`src/rtl/rstc_pkg.sv`:
```
package rstc_pkg;
   typedef enum logic [1:0] {
      PH_HOLD = 2'd0,
      PH_STAB = 2'd1,
      PH_RUN  = 2'd2
   } phase_e;

   localparam int unsigned CAUSE_LVD = 0;
   localparam int unsigned CAUSE_WDT = 1;
   localparam int unsigned CAUSE_CLM = 2;
   localparam int unsigned NUM_CAUSES = 3;
endpackage

```
`src/rtl/rstc_sync.sv`:
```
module rstc_sync #(
   parameter int unsigned WIDTH   = 1,
   parameter int unsigned STAGES  = 2,
   parameter bit          RST_VAL = 1'b0
) (
   input  logic             clk,
   input  logic             arst_n,
   input  logic [WIDTH-1:0] d,
   output logic [WIDTH-1:0] q
);
   logic [WIDTH-1:0] chain [STAGES];

   if (STAGES < 2) begin : g_bad_stages
      $error("rstc_sync: STAGES must be at least 2");
   end

   always_ff @(posedge clk or negedge arst_n) begin
      if (!arst_n) chain[0] <= {WIDTH{RST_VAL}};
      else         chain[0] <= d;
   end

   for (genvar s = 1; s < STAGES; s++) begin : g_stage
      always_ff @(posedge clk or negedge arst_n) begin
         if (!arst_n) chain[s] <= {WIDTH{RST_VAL}};
         else         chain[s] <= chain[s-1];
      end
   end

   assign q = chain[STAGES-1];
endmodule

```
`src/rtl/rstc_hold.sv`:
```
module rstc_hold #(
   parameter int unsigned HOLD_CYCLES = 16
) (
   input  logic clk,
   input  logic arst_n,
   input  logic src,
   output logic rst_act
);
   localparam int unsigned CW = $clog2(HOLD_CYCLES + 1);
   localparam logic [CW-1:0] HOLD_LOAD = CW'(HOLD_CYCLES);

   logic [CW-1:0] cnt;

   always_ff @(posedge clk or negedge arst_n) begin
      if (!arst_n) begin
         cnt     <= HOLD_LOAD;
         rst_act <= 1'b1;
      end else begin
         if (src)             cnt <= HOLD_LOAD;
         else if (cnt != '0)  cnt <= cnt - 1'b1;
         rst_act <= src || (cnt != '0);
      end
   end

   // any live cause keeps the system in reset next cycle
   p_src_forces_rst_r2: assert property (@(posedge clk) disable iff (!arst_n)
      src |=> rst_act);
   // release only after a quiet cycle
   p_release_quiet_r2: assert property (@(posedge clk) disable iff (!arst_n)
      $fell(rst_act) |-> !$past(src));
endmodule

```
`src/rtl/rstc_stab.sv`:
```
module rstc_stab
   import rstc_pkg::*;
#(
   parameter int unsigned STAB_LOG2 = 6
) (
   input  logic clk,
   input  logic arst_n,
   input  logic rst_act,
   input  logic wdt_evt,
   output logic stab_phase,
   output logic cpu_run,
   output logic emerg
);
   phase_e               ph;
   logic [STAB_LOG2-1:0] cnt;

   always_ff @(posedge clk or negedge arst_n) begin
      if (!arst_n) begin
         ph    <= PH_HOLD;
         cnt   <= '0;
         emerg <= 1'b0;
      end else if (rst_act) begin
         ph  <= PH_HOLD;
         cnt <= '0;
      end else begin
         unique case (ph)
            PH_HOLD: begin
               ph  <= emerg ? PH_RUN : PH_STAB;
               cnt <= '0;
            end
            PH_STAB: begin
               if (wdt_evt) begin
                  ph    <= PH_RUN;
                  emerg <= 1'b1;
               end else if (&cnt) begin
                  ph <= PH_RUN;
               end else begin
                  cnt <= cnt + 1'b1;
               end
            end
            default: ph <= PH_RUN;
         endcase
      end
   end

   assign stab_phase = (ph == PH_STAB);
   assign cpu_run    = (ph == PH_RUN) && !rst_act;

   // watchdog inside the wait releases the CPU in emergency mode
   p_wdt_in_wait_r8: assert property (@(posedge clk) disable iff (!arst_n)
      (stab_phase && wdt_evt && !rst_act) |=> (emerg && ph == PH_RUN));
   // emergency mode is sticky until the pin reset
   p_emerg_sticky_r9: assert property (@(posedge clk) disable iff (!arst_n)
      emerg |=> emerg);
endmodule

```
`src/rtl/rstc_flags.sv`:
```
module rstc_flags #(
   parameter int unsigned NF = 3
) (
   input  logic          clk,
   input  logic          arst_n,
   input  logic [NF-1:0] set_vec,
   input  logic          wr_en,
   input  logic [NF-1:0] wr_data,
   output logic [NF-1:0] flags
);
   for (genvar i = 0; i < NF; i++) begin : g_bit
      always_ff @(posedge clk or negedge arst_n) begin
         if (!arst_n)                      flags[i] <= 1'b0;
         else if (set_vec[i])              flags[i] <= 1'b1;
         else if (wr_en && !wr_data[i])    flags[i] <= 1'b0;
      end

      // a hardware set beats a same-cycle clear
      p_set_wins_r5: assert property (@(posedge clk) disable iff (!arst_n)
         set_vec[i] |=> flags[i]);
      // writing one leaves a set bit set
      p_write_one_keeps_r4: assert property (@(posedge clk) disable iff (!arst_n)
         (wr_en && wr_data[i] && flags[i]) |=> flags[i]);
   end
endmodule

```
`src/rtl/rst_source_ctrl.sv`:
```
module rst_source_ctrl
   import rstc_pkg::*;
#(
   parameter int unsigned SYNC_STAGES = 2,
   parameter int unsigned HOLD_CYCLES = 16,
   parameter int unsigned STAB_LOG2   = 6
) (
   input  logic       clk,
   input  logic       ext_rst_n,
   input  logic       wdt_ovf,
   input  logic       lvd_trip,
   input  logic       clkmon_stop,
   input  logic       wr_en,
   input  logic [2:0] wr_data,
   output logic [2:0] rd_flags,
   output logic       sys_rst_n,
   output logic       lvd_reg_rst_n,
   output logic       cpu_run,
   output logic       clk_sel_int,
   output logic       emerg_mode,
   output logic       ext_serial_en
);
   if (HOLD_CYCLES < 1) begin : g_bad_hold
      $error("rst_source_ctrl: HOLD_CYCLES must be at least 1");
   end
   if (STAB_LOG2 < 1 || STAB_LOG2 > 24) begin : g_bad_stab
      $error("rst_source_ctrl: STAB_LOG2 out of range");
   end

   logic                  ext_ok;
   logic [NUM_CAUSES-1:0] raw_cause, cause_s, set_vec;
   logic                  stab_phase, rst_act, emerg, wdt_rst, other_now, other_seen;

   rstc_sync #(.WIDTH(1), .STAGES(SYNC_STAGES), .RST_VAL(1'b0)) u_ext_sync (
      .clk(clk), .arst_n(ext_rst_n), .d(1'b1), .q(ext_ok));

   assign raw_cause[CAUSE_LVD] = lvd_trip;
   assign raw_cause[CAUSE_WDT] = wdt_ovf;
   assign raw_cause[CAUSE_CLM] = clkmon_stop;

   rstc_sync #(.WIDTH(NUM_CAUSES), .STAGES(SYNC_STAGES), .RST_VAL(1'b0)) u_cause_sync (
      .clk(clk), .arst_n(ext_ok), .d(raw_cause), .q(cause_s));

   assign wdt_rst   = cause_s[CAUSE_WDT] && !stab_phase;
   assign other_now = wdt_rst || cause_s[CAUSE_CLM];

   always_comb begin
      set_vec            = cause_s;
      set_vec[CAUSE_WDT] = wdt_rst;
   end

   rstc_hold #(.HOLD_CYCLES(HOLD_CYCLES)) u_hold (
      .clk(clk), .arst_n(ext_ok),
      .src(cause_s[CAUSE_LVD] || other_now),
      .rst_act(rst_act));

   rstc_stab #(.STAB_LOG2(STAB_LOG2)) u_stab (
      .clk(clk), .arst_n(ext_ok), .rst_act(rst_act),
      .wdt_evt(cause_s[CAUSE_WDT]), .stab_phase(stab_phase),
      .cpu_run(cpu_run), .emerg(emerg));

   rstc_flags #(.NF(NUM_CAUSES)) u_flags (
      .clk(clk), .arst_n(ext_ok), .set_vec(set_vec),
      .wr_en(wr_en), .wr_data(wr_data), .flags(rd_flags));

   // remembers whether the current reset episode had a non-detector cause
   always_ff @(posedge clk or negedge ext_ok) begin
      if (!ext_ok)        other_seen <= 1'b1;
      else if (other_now) other_seen <= 1'b1;
      else if (!rst_act)  other_seen <= 1'b0;
   end

   assign sys_rst_n     = !rst_act;
   assign lvd_reg_rst_n = !(other_now || (other_seen && rst_act));
   assign clk_sel_int   = emerg;
   assign emerg_mode    = emerg;
   assign ext_serial_en = !emerg;

   // clock-monitor or run-time watchdog reset reaches the detector register
   p_other_resets_lvdreg_r6: assert property (@(posedge clk) disable iff (!ext_ok)
      other_now |=> !lvd_reg_rst_n);
   // the CPU never runs while the system reset is asserted
   p_no_run_in_reset_r7: assert property (@(posedge clk) disable iff (!ext_ok)
      !sys_rst_n |-> !cpu_run);
endmodule

```
`config.mk`:
```
export PLATFORM = sky130hd
export DESIGN_NAME = rst_source_ctrl
export DESIGN_NICKNAME = d
export VERILOG_FILES = /design/src/rtl/rstc_pkg.sv /design/src/rtl/rstc_sync.sv /design/src/rtl/rstc_hold.sv /design/src/rtl/rstc_stab.sv /design/src/rtl/rstc_flags.sv /design/src/rtl/rst_source_ctrl.sv
export SDC_FILE = /design/constraint.sdc
export NUM_CORES = 1
export LEC_CHECK = 0
export ABC_AREA = 0
export BUFFER_PORTS_ARGS = -buffer_cell sky130_fd_sc_hd__buf_2
export CAP_MARGIN = 10
export CORE_MARGIN = 5
export CORE_UTILIZATION = 58
export DETAILED_ROUTE_END_ITERATION = 8
export PLACE_DENSITY = 0.81
export SKIP_CTS_REPAIR_TIMING = 1
export SLEW_MARGIN = 40
export SYNTH_ARGS = -nofsm -noshare
export SYNTH_HDL_FRONTEND = slang
export SYNTH_SLANG_ARGS = --single-unit
```
`constraint.sdc`:
```
create_clock -name clk -period 1.4 [get_ports clk]
set_input_delay 0.07 -clock clk [delete_from_list [all_inputs] [get_ports clk]]
set_output_delay 0.07 -clock clk [all_outputs]
set_load 0.02 [all_outputs]
```
==> results of run 1 <==
-- where the power goes --
part | internal, mW | switching [mW] | leakage (nW)
Combinational | 0.0763 | 0.0792 | 0.357
Sequential | 0.807 | 0.0173 | 0.335
Clock | 0.111 | 0.220 | 0.0150
Total | 0.994 | 0.317 | 0.707
-- per-stage QoR --
| step | instance area [µm²] | TNS, ns | util, % | power [mW] |
|---|---|---|---|---|
| floorplan | 1170 | -0.0494 | - | 0.905 |
| global placement | 1350 | -0.110 | 69.7 | 0.949 |
| detailed placement | 1350 | -0.374 | 69.7 | 0.955 |
| CTS | 1380 | -0.628 | 71.1 | 1.27 |
| global route | 1530 | -0.686 | 78.6 | 1.36 |
| finish | 1530 | -0.485 | 78.6 | 1.31 |
-- cell type report --
cell class / instances / area, µm²
clock buffer: 4 / 26.3
fill: 124 / 415
inverter: 7 / 26.3
multi-input combinational: 72 / 492
sequential: 27 / 679
tap: 27 / 33.8
timing repair buffer: 39 / 269
-- registers in the layout, summed over array words and instances, names as in the netlist --
register / count
u_stab.cnt: 6
u_hold.cnt: 5
u_hold.rst_act: 1
other_seen: 1
u_cause_sync.q: 3
u_stab.emerg: 1
u_ext_sync.q: 1
u_cause_sync.chain: 3
u_stab.ph: 2
u_flags.flags: 3
u_ext_sync.chain: 1
-- per-layer routing --
| layer | up-vias | part of all wire (%) | GRT usage, % | wire length (µm) |
|---|---|---|---|---|
| li1 | 455 | - | - | - |
| met1 | 491 | 42 | 20.7 | 1130 |
| met2 | 42 | 53 | 28.7 | 1430 |
| met3 | 2 | 5.3 | 3.54 | 143 |
| met4 | 0 | 0.44 | 5.39 | 12 |
| met5 | - | 0 | 0 | 0 |
-- critical path, delay by kind of cell, from the launching register on --
family        cells  cell delay, ns
simple gates      3            0.75
flops             1            0.42
fa+ha+maj         1            0.15
buf+inv           1            0.09
-- worst max-delay path by stage --
stage / from / end
2_1_floorplan: u_hold.cnt[0] / u_hold.cnt[2]
3_3_place_gp: u_hold.cnt[0] / u_hold.cnt[2]
3_5_place_dp: u_hold.cnt[0] / u_hold.cnt[2]
4_1_cts: u_hold.cnt[0] / u_hold.cnt[2]
5_1_grt: u_hold.cnt[0] / u_hold.cnt[1]
6_report: u_hold.cnt[0] / u_hold.cnt[0]
-- logic make-up (layout without fill, tap and decap cells) --
kind of cell | count (synthesis) | in the layout
simple gates | 45 | 45
buf+inv | 12 | 50
compound gates | 22 | 22
mux | 2 | 2
fa+ha+maj | 2 | 2
flops | 27 | 27
other cells | 1 | 1
-- cell usage after synthesis, drive strengths merged --
cell type / n
mux2: 1
a211oi: 1
clkbuf: 3
inv: 7
and3: 1
a22o: 1
nand2b: 6
nand4: 1
dfstp: 3
nor3: 4
nor2: 12
a21o: 3
ha: 2
nand4b: 1
buf: 2
nor3b: 1
o221ai: 1
o22ai: 2
mux2i: 1
or2: 2
nand3: 4
or4b: 1
or3: 2
a21oi: 9
nor4b: 1
o21ai: 3
dfrtp: 24
a41oi: 2
conb: 1
nand2: 9
==> qor.yml, run 1 <==
synth_top_area_share_pct: 51.4
vias: 990
cts_buffer_depth: 2
hold_viol: 0
drtAntennaViolNets: 0
power_leakage_nw: 0.707
preCtsSetupSlack_ns: -0.136
path_cells: "inv_2, ha_4, or4b_4, nor2_1, nor3_1"
detail_route.first_pass.iterations: 4
synth-compound-area-share_pct: 12.3
postLayoutSetupSlackWorst_ns: -0.126
gp_congestion: 0.792
arrival_ns: 1.73
drt-total-wl_mm: 2.71
antenna-diode-count: 0
cts_htree_levels: 1
cts_tree: "built"
drive_gt1_share_pct: 40.3
yosys_warnings: 0
placed_cells: 162
avgSynthCellArea_um2: 10.5
drv_slew: 0
start_util_pct: 60.1
numPortBuffers: 17
mostFrequentLayoutCells: "24 x dfrtp_1, 19 x buf_4, 15 x buf_2"
worst_setup_path_start_kind: "flip-flop"
cpMaxStageDelayCell: "or4b_4"
synthSimpleGateAreaFrac_pct: 20.8
rsz0062_at_grt: "yes"
path_class: "reg -> reg"
syn_to_final_growth_pct: 30.8
synthAdderAreaFrac_pct: 2.14
grt_pass1_vias: 906
ir_worst_vdd_mv: 0.738
crit_path_max_fanout: 5
synth_cell_types: 35
clock_sinks: 27
grt_pass1_wl_mm: 3.64
fmax_ghz: 0.655
syn-instance-count: 111
powerDensity_nw_per_um2: 859
die_area_um2: 3010
endpoint_kind: "flip-flop"
dp_hpwl_mm: 1.63
final_net_count: 161
viasPerCell: 5.63
grtUsageTotal_pct: 16.7
die_w_um: 54.9
fin_skew_ns: 0.000882
min_path_type: "in -> async"
drv_cap: 0
worstPathRequired_ns: 1.61
std_cell_rows: 16
synth_xor_area_share_pct: 0
wl_per_cell_um: 15.4
drc: 0
worstSkewPairLatency_ns: 0.32
violations: "setup timing"
die_h_um: 54.9
r2r_start: "u_hold.cnt[0]"
instances_no_fill: 176
synth_top_family_by_area: "simple AND/OR/NAND/NOR gates"
yosys.area.top_type: "dfrtp_1"
r2r_end: "u_hold.cnt[0]"
synth_area_um2: 1170
period_share_pct: 109
status: "finished, violations left"
synth.area.mux_share_pct: 1.82
first_iter_violations: 23
critical-path-max-stage-delay_ns: 0.51
whs_ns: 0.0392
yosysSeqAreaShare_pct: 58.2
core_um2: 1940
synth_nets: 122
synth_area_leaders: "dfrtp_1 51%, dfstp_2 6.8%, a21oi_1 3.9%, nor2_1 3.9%, nand2_1 2.9%"
io_pins: 18
grt_max_degree: 15
mostFrequentLayoutCell: "dfrtp_1"
clk_pin_slew_worst_paths_ns: 0.14
setup_viol: 4
reg2reg_depth: 5
grt_overflow: 0
r2r_slack_ns: -0.13
cts_buffers: 3
ys_ff_latch: 27
clockRootBuffer: "clkbuf_4"
finalCriticalPeriod_ns: 1.53
antenna_found_initial: 0
Note: power is estimated with default switching activity, not from simulation.
==> inputs of run 2 (changes only) <==
- REMOVE_ABC_BUFFERS: not set -> 1
==> qor.yml, run 2 (synthesis results as in run 1) <==
status: "finished, violations left"  # unchanged
violations: "setup timing"  # unchanged
hold_end: "u_flags.flags[0]"
crit_path_max_fanout: 5  # unchanged
preCtsSetupSlack_ns: -0.132  # was -0.136 ns
syn_to_final_growth_pct: 30.5  # was 30.8%
vias: 968  # was 990
grt_pass1_wl_mm: 3.95  # was 3.64 mm
cts_tree: "built"  # unchanged
drt-total-wl_mm: 2.58  # was 2.71 mm
antenna-diode-count: 0  # unchanged
antenna_found_initial: 0  # unchanged
critical-path-max-stage-delay_ns: 0.50  # was 0.51 ns
cpMaxStageDelayCell: "or4b_4"  # unchanged
r2r_start: "u_hold.cnt[0]"  # unchanged
detail_route.first_pass.iterations: 4  # unchanged
drv_cap: 0  # unchanged
clk_pin_slew_worst_paths_ns: 0.14  # about the same
placed_cells: 162  # unchanged
r2r_slack_ns: -0.09  # was -0.13 ns
fmax_ghz: 0.672  # was 0.655 GHz
largest_registers: "u_stab.cnt (6), u_hold.cnt (5)"  # unchanged
hold_path_depth: 3
fin_skew_ns: 0.0130  # was 0.000882 ns
arrival_ns: 1.72  # was 1.73 ns
dp_hpwl_mm: 1.68  # was 1.63 mm
cts_buffers: 3  # unchanged
std_cell_rows: 16  # unchanged
clock_sinks: 27  # unchanged
die_area_um2: 3010  # unchanged
r2r_end: "u_hold.cnt[2]"  # was u_hold.cnt[0]
whs_ns: 0.0333  # was 0.0392 ns
path_class: "reg -> reg"  # unchanged
path_cells: "inv_2, ha_4, or4b_4, nand2_2, mux2_4, nor2_2"  # was inv_2, ha_4, or4b_4, nor2_1, nor3_1
num-fill-cells: 135  # was 124
cp_top_family: "simple AND/OR/NAND/NOR gates"  # unchanged
mostFrequentLayoutCell: "dfrtp_1"  # unchanged
core_um2: 1940  # unchanged
finalCriticalPeriod_ns: 1.49  # was 1.53 ns
die_h_um: 54.9  # unchanged
cts_buffer_depth: 2  # unchanged
grt_max_degree: 26  # was 15
worstPathRequired_ns: 1.63  # was 1.61 ns
start_util_pct: 60.1  # unchanged
setup_viol: 5  # was 4
power_leakage_nw: 0.691  # was 0.707 nW
mostFrequentLayoutCells: "21 x dfrtp_1, 16 x buf_2, 14 x buf_4"  # was 24 x dfrtp_1, 19 x buf_4, 15 x buf_2
powerDensity_nw_per_um2: 858  # was 859 nW/µm²
first_iter_violations: 49  # was 23
timing.setup.tns_ns: -0.275  # was -0.485 ns
grt_pass1_vias: 875  # was 906
postLayoutSetupSlackWorst_ns: -0.0890  # was -0.126 ns
gp_congestion: 0.804  # was 0.792
endpoint_kind: "flip-flop"  # unchanged
worstSkewPairLatency_ns: 0.32  # about the same
die_w_um: 54.9  # unchanged
regMostFlops: "u_stab.cnt"  # unchanged
largest_reg_flops: 6  # unchanged
period_share_pct: 106  # was 109%
final_util_pct: 78.5  # was 78.6%
wl_per_cell_um: 15.0  # was 15.4 µm
drv_slew: 0  # unchanged
drc: 0  # unchanged
ir_worst_vdd_mv: 0.864  # was 0.738 mV
rsz0062_at_grt: "yes"  # unchanged
cts_htree_levels: 1  # unchanged
drive_gt1_share_pct: 40.0  # was 40.3%
instances_no_fill: 172  # was 176
hold_viol: 0  # unchanged
reg2reg_depth: 6  # was 5
viasPerCell: 5.63  # about the same
min_path_type: "in -> reg"  # was in -> async
final_net_count: 157  # was 161
drtAntennaViolNets: 0  # unchanged
clockRootBuffer: "clkbuf_4"  # unchanged
worst_setup_path_start_kind: "flip-flop"  # unchanged
numPortBuffers: 17  # unchanged
grt_overflow: 0  # unchanged
min_from: "wr_data[0]"
io_pins: 18  # unchanged
grtUsageTotal_pct: 19.0  # was 16.7%
path_buf_inv: 1  # unchanged
-- run 2: layout make-up --
class | instances | area [µm²] | share of cell area, %
Tap cell | 27 | 33.8 | 2.22
Multi-Input combinational cell | 72 | 518 | 34.0
Timing Repair Buffer | 35 | 236 | 15.5
Clock buffer | 4 | 26.3 | 1.72
Sequential cell | 27 | 683 | 44.8
Inverter | 7 | 26.3 | 1.72
-- run 2: worst reg2reg max path, cell delays in order, from the launching register on --
cell and delay (ns):
dfrtp_1 0.42, inv_2 0.09, ha_4 0.13, or4b_4 0.50, nand2_2 0.08, mux2_4 0.14
nor2_2 0.03
-- run 2: worst max path at each step --
stage,slack (ns),from,end,cells past startpoint
6_report,-0.09,u_hold.cnt[0],u_hold.cnt[2],6
5_1_grt,-0.13,u_hold.cnt[0],u_hold.cnt[2],6
4_1_cts,-0.18,u_hold.cnt[0],u_hold.cnt[3],7
3_5_place_dp,-0.13,u_hold.cnt[0],u_hold.cnt[3],7
3_3_place_gp,-0.03,u_hold.cnt[0],u_hold.cnt[2],6
2_1_floorplan,-0.07,u_hold.cnt[0],u_hold.cnt[2],6
-- run 2: power breakdown --
group          internal [mW]  switching, mW  total, mW
Combinational         0.0809         0.0791      0.160
Sequential             0.807         0.0168      0.824
Clock                  0.112          0.212      0.324
Total                  0.999          0.308       1.31
-- run 2: stage by stage --
stage / area (µm²) / total power [mW]
after floorplan: 1140 / 0.902
after global placement: 1350 / 0.950
final: 1520 / 1.31
after detailed placement: 1350 / 0.956
after CTS: 1380 / 1.27
after global routing: 1520 / 1.37
-- run 2: layer usage --
layer	part of all wire, %	wire length (µm)	global-route usage, %
met1	41	1070	23.1
met2	48	1240	31.1
met3	7.3	188	4.63
met4	3.2	82	9.54
met5	0	0	0
==> inputs of run 3 (changes only) <==
- SKIP_LAST_GASP: not set -> 1
- clock period: 1.4 -> 1.85 ns (I/O delays scaled with it)
==> qor.yml, run 3 (synthesis results as in run 1) <==
drc: 0  # unchanged
hold_viol: 0  # unchanged
total_power_uw: 956  # was 1.31 mW
cts_buffers: 3  # unchanged
preCtsSetupSlack_ns: 0.254  # was -0.132 ns
final-seq-area_um2: 679  # was 683 µm²
viasPerCell: 5.45  # was 5.63
power_leakage_nw: 0.616  # was 0.691 nW
fin_skew_ns: 0.00159  # was 0.0130 ns
cts_htree_levels: 1  # unchanged
antenna_found_initial: 0  # unchanged
fmax_ghz: 0.619  # was 0.672 GHz
largest_reg_flops: 6  # unchanged
power_frac_seq_pct: 65.2  # was 63.0%
comb_power_share_pct: 8.7  # was 12.2%
path_cells: "inv_1, ha_1, or4b_4, nand2_1, mux2_2, nor2_1"  # was inv_2, ha_4, or4b_4, nand2_2, mux2_4, nor2_2
grt_pass1_vias: 866  # was 875
min_path_type: "in -> async"  # was in -> reg
grt_overflow: 0  # unchanged
p_clk_share_pct: 26.1  # was 24.8%
mostFrequentLayoutCell: "dfrtp_1"  # unchanged
ir_worst_vdd_mv: 0.610  # was 0.864 mV
switching_share_pct: 23.3  # was 23.6%
worstPathRequired_ns: 2.07  # was 1.63 ns
detail_route.first_pass.iterations: 7  # was 4
core_um2: 1940  # unchanged
io_pins: 18  # unchanged
status: "finished, final reports clean"  # was finished, violations left
crit_path_max_fanout: 5  # unchanged
setup_viol: 0  # was 5
grtUsageTotal_pct: 16.2  # was 19.0%
grt_max_degree: 26  # unchanged
std_cell_rows: 16  # unchanged
cpMaxStageDelayCell: "or4b_4"  # unchanged
path_buf_inv: 1  # unchanged
num-fill-cells: 151  # was 135
critical-path-max-stage-delay_ns: 0.52  # was 0.50 ns
syn_to_final_growth_pct: 14.4  # was 30.5%
die_h_um: 54.9  # unchanged
final_net_count: 144  # was 157
mostFrequentLayoutCells: "24 x dfrtp_1, 17 x buf_2, 12 x nor2_1"  # was 21 x dfrtp_1, 16 x buf_2, 14 x buf_4
regMostFlops: "u_stab.cnt"  # unchanged
clock_sinks: 27  # unchanged
first_iter_violations: 25  # was 49
powerDensity_nw_per_um2: 716  # was 858 nW/µm²
cts_buffer_depth: 2  # unchanged
drtAntennaViolNets: 0  # unchanged
worstSkewPairLatency_ns: 0.32  # about the same
arrival_ns: 1.83  # was 1.72 ns
drv_slew: 0  # unchanged
worst_setup_path_start_kind: "flip-flop"  # unchanged
grt_pass1_wl_mm: 3.51  # was 3.95 mm
dp_hpwl_mm: 1.54  # was 1.68 mm
cts_tree: "built"  # unchanged
drv_cap: 0  # unchanged
postPlaceCellArea_um2: 1270  # was 1350 µm²
cp_top_family: "simple AND/OR/NAND/NOR gates"  # unchanged
antenna-diode-count: 0  # unchanged
period_share_pct: 87.4  # was 106%
wl_per_cell_um: 13.2  # was 15.0 µm
postLayoutSetupSlackWorst_ns: 0.234  # was -0.0890 ns
die_w_um: 54.9  # unchanged
p_sw_uw: 223  # was 308 µW
internal_power_uw: 733  # was 999 µW
drt-total-wl_mm: 2.10  # was 2.58 mm
timing.setup.tns_ns: 0  # was -0.275 ns
vias: 867  # was 968
clockRootBuffer: "clkbuf_4"  # unchanged
gp_congestion: 0.762  # was 0.804
finalCriticalPeriod_ns: 1.62  # was 1.49 ns
start_util_pct: 60.1  # unchanged
drive_gt1_share_pct: 23.5  # was 40.0%
die_area_um2: 3010  # unchanged
clk_pin_slew_worst_paths_ns: 0.14  # about the same
multiInputGateArea_um2: 437  # was 518 µm²
stdcell_area_um2: 1340  # was 1520 µm²
rsz0062_at_grt: "no"  # was yes
largest_registers: "u_stab.cnt (6), u_hold.cnt (5)"  # unchanged
endpoint_kind: "flip-flop"  # unchanged
numPortBuffers: 17  # unchanged
path_class: "reg -> reg"  # unchanged
run 3: changes by cell type in the layout (fill, tap and decap cells not counted), moves of 2 or more:
cell / before / now
buf_4: 14 / 1
dfrtp_1: 21 / 24
dfrtp_2: 3 / 0
ha_1: 0 / 2
ha_4: 2 / 0
inv_1: 5 / 7
inv_2: 2 / 0
run 3: through the flow:
stage	hold WS, ns	instances	utilization [%]
2_1_floorplan	-0.203	106	-
4_1_cts	-0.474	155	66.7
3_3_place_gp	-0.123	151	65.3
5_1_grt	0.0516	159	68.8
6_report	0.0584	159	68.8
3_5_place_dp	-0.121	151	65.3
run 3: power groups by stage:
stage / Sequential [mW] / Clock (mW) / Combinational [mW]
final: 0.624 / 0.250 / 0.0828
after detailed placement: 0.635 / 0 / 0.0777
after global routing: 0.627 / 0.274 / 0.0936
after CTS: 0.624 / 0.250 / 0.0781
after global placement: 0.633 / 0 / 0.0742
after floorplan: 0.646 / 0 / 0.0362
run 3: path summary, 6_finish.rpt:
check / to / start / slack, ns / cells past startpoint
max in group asynchronous: other_seen / u_ext_sync.q / 1.34 / 1
worst max register to register: u_hold.cnt[2] / u_hold.cnt[0] / 0.23 / 6
worst min register to register: u_stab.cnt[5] / u_ext_sync.q / 0.23 / 1
worst max-delay path: u_hold.cnt[2] / u_hold.cnt[0] / 0.23 / 6
min in group clk: u_flags.flags[0] / wr_data[0] / 0.07 / 3
worst min-delay path: u_ext_sync.chain[1] / ext_rst_n / 0.06 / 2
run 3: cell type report:
cell class,count,area share [%]
clock buffer,4,1.97
inverter,7,1.97
multi-input combinational,72,32.7
sequential,27,50.9
tap,27,2.53
timing repair buffer,22,9.93
run 3: per-layer routing:
layer	wire (µm)	global-route usage, %	vias up
li1	-	-	426
met1	891	19.9	407
met2	1050	27.4	32
met3	143	3.27	2
met4	12	6.64	0
met5	0	0	-
run 3: worst reg2reg max path, stage by stage (launching register included):
cell	delay [ns]
dfrtp_1	0.42
inv_1	0.09
ha_1	0.22
or4b_4	0.52
nand2_1	0.09
mux2_2	0.14
nor2_1	0.04
